===== config.mk =====
export PLATFORM = sky130hd
export DESIGN_NAME = fhu_fwd_hazard
export DESIGN_NICKNAME = d
export VERILOG_FILES = /design/src/rtl/fhu_pkg.sv /design/src/rtl/fhu_src_match.sv /design/src/rtl/fhu_opnd_path.sv /design/src/rtl/fhu_loaduse.sv /design/src/rtl/fhu_fwd_hazard.sv
export SDC_FILE = /design/constraint.sdc
export NUM_CORES = 1
export LEC_CHECK = 0
export BUFFER_PORTS_ARGS = -buffer_cell sky130_fd_sc_hd__buf_2
export CORE_AREA = 8 8 152 154
export DETAILED_ROUTE_END_ITERATION = 8
export DIE_AREA = 0 0 160 162
export PLACE_DENSITY = 0.57
export SLEW_MARGIN = 20
export SYNTH_ARGS = -nofsm -noshare
export SYNTH_HDL_FRONTEND = slang
export SYNTH_SLANG_ARGS = --single-unit

===== constraint.sdc =====
create_clock -name vclk -period 1.52
set_input_delay 0.304 -clock vclk [all_inputs]
set_output_delay 0.304 -clock vclk [all_outputs]
set_load 0.05 [all_outputs]

===== src/rtl/fhu_pkg.sv =====
package fhu_pkg;

    // Producer chosen for one decode operand, in priority order.
    typedef enum logic [1:0] {
        SEL_ZERO = 2'd0,
        SEL_MEM  = 2'd1,
        SEL_WB   = 2'd2,
        SEL_RF   = 2'd3
    } opnd_sel_e;

    // Pipeline bank controls raised together on a load-use hazard.
    typedef struct packed {
        logic hold_fetch;
        logic hold_decode;
        logic flush_execute;
    } bank_ctrl_t;

    localparam bank_ctrl_t CTRL_RUN   = '{hold_fetch: 1'b0, hold_decode: 1'b0, flush_execute: 1'b0};
    localparam bank_ctrl_t CTRL_STALL = '{hold_fetch: 1'b1, hold_decode: 1'b1, flush_execute: 1'b1};

endpackage


===== src/rtl/fhu_src_match.sv =====
module fhu_src_match #(
    parameter int unsigned       REG_W    = 4,
    parameter logic [REG_W-1:0]  NONE_REG = '1
) (
    input  logic [REG_W-1:0] src,
    input  logic [REG_W-1:0] dst,
    output logic             hit
);

    logic src_valid;

    always_comb begin
        src_valid = (src != NONE_REG);
        hit       = src_valid && (src == dst);
    end

endmodule


===== src/rtl/fhu_opnd_path.sv =====
module fhu_opnd_path
    import fhu_pkg::*;
#(
    parameter int unsigned       REG_W    = 4,
    parameter int unsigned       DATA_W   = 64,
    parameter logic [REG_W-1:0]  NONE_REG = '1
) (
    input  logic [REG_W-1:0]  src,
    input  logic [REG_W-1:0]  mem_dst,
    input  logic [DATA_W-1:0] mem_data,
    input  logic [REG_W-1:0]  wb_dst,
    input  logic [DATA_W-1:0] wb_data,
    input  logic [DATA_W-1:0] rf_data,
    output logic [DATA_W-1:0] opnd
);

    logic      hit_mem;
    logic      hit_wb;
    opnd_sel_e sel;

    fhu_src_match #(.REG_W(REG_W), .NONE_REG(NONE_REG)) u_match_mem (
        .src (src),
        .dst (mem_dst),
        .hit (hit_mem)
    );

    fhu_src_match #(.REG_W(REG_W), .NONE_REG(NONE_REG)) u_match_wb (
        .src (src),
        .dst (wb_dst),
        .hit (hit_wb)
    );

    // Priority select: none code, then youngest producer, then register file.
    always_comb begin
        if (src == NONE_REG)  sel = SEL_ZERO;
        else if (hit_mem)     sel = SEL_MEM;
        else if (hit_wb)      sel = SEL_WB;
        else                  sel = SEL_RF;
    end

    always_comb begin
        unique case (sel)
            SEL_ZERO: opnd = '0;
            SEL_MEM:  opnd = mem_data;
            SEL_WB:   opnd = wb_data;
            SEL_RF:   opnd = rf_data;
            default:  opnd = '0;
        endcase
    end

endmodule


===== src/rtl/fhu_loaduse.sv =====
module fhu_loaduse
    import fhu_pkg::*;
#(
    parameter int unsigned         REG_W     = 4,
    parameter int unsigned         ICODE_W   = 4,
    parameter logic [REG_W-1:0]    NONE_REG  = '1,
    parameter logic [ICODE_W-1:0]  LOAD_CODE = ICODE_W'(5)
) (
    input  logic [ICODE_W-1:0] ex_icode,
    input  logic [REG_W-1:0]   ex_dst,
    input  logic [REG_W-1:0]   src_a,
    input  logic [REG_W-1:0]   src_b,
    output bank_ctrl_t         ctrl
);

    logic hit_a;
    logic hit_b;
    logic ex_is_load;

    fhu_src_match #(.REG_W(REG_W), .NONE_REG(NONE_REG)) u_match_a (
        .src (src_a),
        .dst (ex_dst),
        .hit (hit_a)
    );

    fhu_src_match #(.REG_W(REG_W), .NONE_REG(NONE_REG)) u_match_b (
        .src (src_b),
        .dst (ex_dst),
        .hit (hit_b)
    );

    // Any matching source counts, used by the instruction or not.
    always_comb begin
        ex_is_load = (ex_icode == LOAD_CODE);
        ctrl       = (ex_is_load && (hit_a || hit_b)) ? CTRL_STALL : CTRL_RUN;
    end

endmodule


===== src/rtl/fhu_fwd_hazard.sv =====
module fhu_fwd_hazard
    import fhu_pkg::*;
#(
    parameter int unsigned         REG_W     = 4,
    parameter int unsigned         DATA_W    = 64,
    parameter int unsigned         ICODE_W   = 4,
    parameter logic [REG_W-1:0]    NONE_REG  = '1,
    parameter logic [ICODE_W-1:0]  LOAD_CODE = ICODE_W'(5)
) (
    input  logic [REG_W-1:0]   dec_src_a,
    input  logic [REG_W-1:0]   dec_src_b,
    input  logic [ICODE_W-1:0] ex_icode,
    input  logic [REG_W-1:0]   ex_load_dst,
    input  logic [REG_W-1:0]   mem_load_dst,
    input  logic [DATA_W-1:0]  mem_load_data,
    input  logic [REG_W-1:0]   wb_load_dst,
    input  logic [DATA_W-1:0]  wb_load_data,
    input  logic [DATA_W-1:0]  rf_rd_a,
    input  logic [DATA_W-1:0]  rf_rd_b,
    output logic [DATA_W-1:0]  opnd_a,
    output logic [DATA_W-1:0]  opnd_b,
    output logic               hold_fetch,
    output logic               hold_decode,
    output logic               flush_execute
);

    localparam int unsigned N_PORTS = 2;

    logic [REG_W-1:0]  src_v  [N_PORTS];
    logic [DATA_W-1:0] rf_v   [N_PORTS];
    logic [DATA_W-1:0] opnd_v [N_PORTS];
    bank_ctrl_t        ctrl;

    always_comb begin
        src_v[0] = dec_src_a;
        src_v[1] = dec_src_b;
        rf_v[0]  = rf_rd_a;
        rf_v[1]  = rf_rd_b;
    end

    for (genvar p = 0; p < N_PORTS; p++) begin : g_port
        fhu_opnd_path #(
            .REG_W    (REG_W),
            .DATA_W   (DATA_W),
            .NONE_REG (NONE_REG)
        ) u_path (
            .src      (src_v[p]),
            .mem_dst  (mem_load_dst),
            .mem_data (mem_load_data),
            .wb_dst   (wb_load_dst),
            .wb_data  (wb_load_data),
            .rf_data  (rf_v[p]),
            .opnd     (opnd_v[p])
        );
    end

    fhu_loaduse #(
        .REG_W     (REG_W),
        .ICODE_W   (ICODE_W),
        .NONE_REG  (NONE_REG),
        .LOAD_CODE (LOAD_CODE)
    ) u_loaduse (
        .ex_icode (ex_icode),
        .ex_dst   (ex_load_dst),
        .src_a    (dec_src_a),
        .src_b    (dec_src_b),
        .ctrl     (ctrl)
    );

    always_comb begin
        opnd_a        = opnd_v[0];
        opnd_b        = opnd_v[1];
        hold_fetch    = ctrl.hold_fetch;
        hold_decode   = ctrl.hold_decode;
        flush_execute = ctrl.flush_execute;
    end

endmodule


==> run_results.csv <==
group,metric,value,unit
outcome,status,"complete, but fails checks",
outcome,violations_in_the_final_reports,"setup timing",
sta,final-setup-viol-count,131,
critical_path,crit_path_top_delay_cell,"sky130_fd_sc_hd__and4_4",
yosys,yosysMostFrequentCell,"sky130_fd_sc_hd__nand2_1",
placed_design,hpwlAfterDp,21.5,mm
floorplan,die-height,162,µm
sta,timing.max_slew.rel_slack,0.659,
sta,holdWs,0.922,ns
yosys,mapped_nets,899,
placed_design,numPortBuffers,411,
sta,achievable-frequency,0.501,GHz
final_layout,seq_area,0,µm²
floorplan,rows,53,
sta,setup_repair_after_global_routing_missed_its_margin,"yes",
yosys,synth.top_cells.by_count,"257 x sky130_fd_sc_hd__nand2_1, 128 x sky130_fd_sc_hd__a31oi_1, 128 x sky130_fd_sc_hd__o21ai_0",
critical_path,cp_common_cell,"sky130_fd_sc_hd__buf_12",
global_route,grt_overflow,0,
yosys,main_combinational_cell_family_by_area_after_synthesis,"compound AO/OA/AOI/OAI gates",
yosys,area_fraction_in_and_or_nand_and_nor_cells_after_synthesis,0.331,
yosys,yosysWarnings,0,
floorplan,die_width,160,µm
floorplan,boundaryPins,411,
yosys,post_synth_mux_area_share,0,
critical_path,timing.critical_path.max_delay_family,"buffers and inverters",
power,p_leak,5.06,nW
sta,finalHoldViolations,0,
global_route,track_usage,0.199,
critical_path,worst_setup_path_end_kind,"output port",
sta,worst-slew-pin-transition,0.507,ns
yosys,synthTopCellsByArea,"sky130_fd_sc_hd__nand2_1 30%, sky130_fd_sc_hd__a31oi_1 25%, sky130_fd_sc_hd__o21ai_0 20%",
final_layout,clock_buffer_count,0,
floorplan,die-area,25900,µm²
final_layout,layout-drive-gt1-share,0.782,
final_layout,number_of_flip_flops_and_latches,0,
route,via_count,6841,
yosys,postSynthCellCount,619,
global_route,grt_first_pass_wirelength,42.1,mm
critical_path,cp.required,1.22,ns
final_layout,nets,1377,
sta,final_max_slew_viol_count,0,
yosys,synthesis.area_per_instance,5.13,µm²
sta,final.period_utilization,1.31,
critical_path,timing.critical_path.slowest_cell_delay,0.32,ns
clocking,cts_hold_buffers_added,0,
yosys,synth.cell_area,3180,µm²
route,wl_per_cell,21.5,µm
critical_path,cp.depth,8,
final_layout,utilization,0.530,
critical_path,criticalPathCategory,"input pin to output port",
sta,timing.final.crit_period,1.99,ns
placed_design,place_worst_setup_slack,-0.626,ns
critical_path,cp_data_arrival_time,1.69,ns
yosys,synth_seq_area_share,0,
yosys,synth.largest_area_cell,"sky130_fd_sc_hd__nand2_1",
global_route,grt_max_degree,36,
yosys,synth_compound_area_frac,0.456,
final_layout,area_delta_synth_final,245,%
flow_run,max_cap_viol_count,0,
route,drt-initial-drc-count,353,
floorplan,placeable_core_area,20700,µm²
route,antenna_left,0,
critical_path,critPathLaunchType,"input pin",
final_layout,finalInstanceArea,11000,µm²
power,ir_drop,268,µV
critical_path,critical_path.n_buffers_inverters,4,
yosys,post_synth_xor_area_fraction,0.0662,
yosys,post-synth-top-area-fraction,0.304,
yosys,post_synthesis_adder_cell_area_fraction,0,
route,via_density_per_instance,4.99,
route,finalWirelength,29.5,mm
placed_design,gpl.final_weighted_congestion,0.869,
route,dr.pass1.iters,4,
hold_path,min-delay-path-class,"input pin to output port",
global_route,grt_antenna_before_repair,3,
power,pwr_density_cell,532,nW/µm²
critical_path,critical_path_peak_fanout,8,
floorplan,initial_standard_cell_utilization_of_the_core,0.154,
critical_path,critical_path.cell_chain,"buf_12 -> xnor2_4 -> and4_4 -> buf_12 -> buf_12 -> nand2_2 -> a31oi_4 -> buf_6",
route,drcViolationCount,0,
global_route,via_count_of_the_first_global_routing_pass,7451,
placed_design,dpl_cell_area,8690,µm²
hold_path,timing.hold.worst_path_depth,3,
sta,final_critical_path_setup_slack,-0.474,ns
yosys,synth.distinct_cells,15,
kinds of logic (layout without fill, tap and decap cells):
logic type | count (synthesis) | in the layout
other | 0 | 2
AO/OA/AOI/OAI | 257 | 257
AND/OR/NAND/NOR | 268 | 268
buffers and inverters | 70 | 546
XOR/XNOR | 24 | 24
final timing paths:
path	from	to	slack (ns)
hold / removal	ex_icode[1]	flush_execute	0.92
setup / recovery	dec_src_a[2]	opnd_a[36]	-0.47
final cells by class:
cell class                 count  area, µm²
fill                        1834       9730
antenna                        2       5.00
multi-input combinational    549       5700
timing repair buffer         546       4910
tap                          275        344
per-layer routing:
layer | global-route usage | up-vias | part of all wire
met5 | 0 | - | 0.00027
met4 | 0.0540 | 2 | 0.022
met3 | 0.0554 | 39 | 0.078
met2 | 0.369 | 345 | 0.52
met1 | 0.218 | 3265 | 0.37
li1 | - | 3190 | -
through the flow:
stage	instances	power, mW	TNS [ns]
2_1_floorplan	619	3.24	-31.15
3_3_place_gp	1341	4.67	-70.91
3_5_place_dp	1341	4.69	-72.43
4_1_cts	1354	5.61	-51.34
5_1_grt	1372	6.04	-59.00
6_report	1372	5.83	-53.35
report_power, final:
group / leakage (nW) / total (mW) / switching, mW / internal [mW]
sequential: 0 / 0 / 0 / 0
clock: 0.0000127 / 0.000000177 / 0 / 0.000000177
combinational: 5.06 / 5.83 / 3.37 / 2.46
layout by cell type (no fill, tap or decap):
| cell | count |
|---|---|
| sky130_fd_sc_hd__nor4_2 | 2 |
| sky130_fd_sc_hd__a31oi_4 | 124 |
| sky130_fd_sc_hd__o21ai_4 | 1 |
| sky130_fd_sc_hd__xnor2_4 | 8 |
| sky130_fd_sc_hd__buf_4 | 67 |
| sky130_fd_sc_hd__xnor2_1 | 4 |
| sky130_fd_sc_hd__xor2_1 | 6 |
| sky130_fd_sc_hd__a31oi_2 | 1 |
| sky130_fd_sc_hd__clkbuf_16 | 7 |
| sky130_fd_sc_hd__a22oi_2 | 1 |
| sky130_fd_sc_hd__o21ai_1 | 73 |
| sky130_fd_sc_hd__and4_4 | 2 |
| sky130_fd_sc_hd__diode_2 | 2 |
| sky130_fd_sc_hd__o21ai_0 | 11 |
| sky130_fd_sc_hd__nand2_4 | 77 |
| sky130_fd_sc_hd__nand4_4 | 2 |
| sky130_fd_sc_hd__buf_2 | 268 |
| sky130_fd_sc_hd__nand2_8 | 1 |
| sky130_fd_sc_hd__buf_8 | 19 |
| sky130_fd_sc_hd__xor2_2 | 2 |
| sky130_fd_sc_hd__nor4_4 | 1 |
| sky130_fd_sc_hd__buf_16 | 10 |
| sky130_fd_sc_hd__xnor2_2 | 4 |
| sky130_fd_sc_hd__nand2_1 | 138 |
| sky130_fd_sc_hd__o21ai_2 | 43 |
| sky130_fd_sc_hd__buf_6 | 134 |
| sky130_fd_sc_hd__a31oi_1 | 3 |
| sky130_fd_sc_hd__nand4_1 | 4 |
| sky130_fd_sc_hd__nand2_2 | 41 |
| sky130_fd_sc_hd__buf_12 | 41 |
what timing repair did:
action | CTS | global route
endpoints found under the setup margin | 131 | 131
gates resized for setup | 510 | 100
setup buffers | 7 | 8
pin swaps | 63 | 29
gates cloned | 7 | 8
Note: power is estimated with default switching activity, not from simulation.
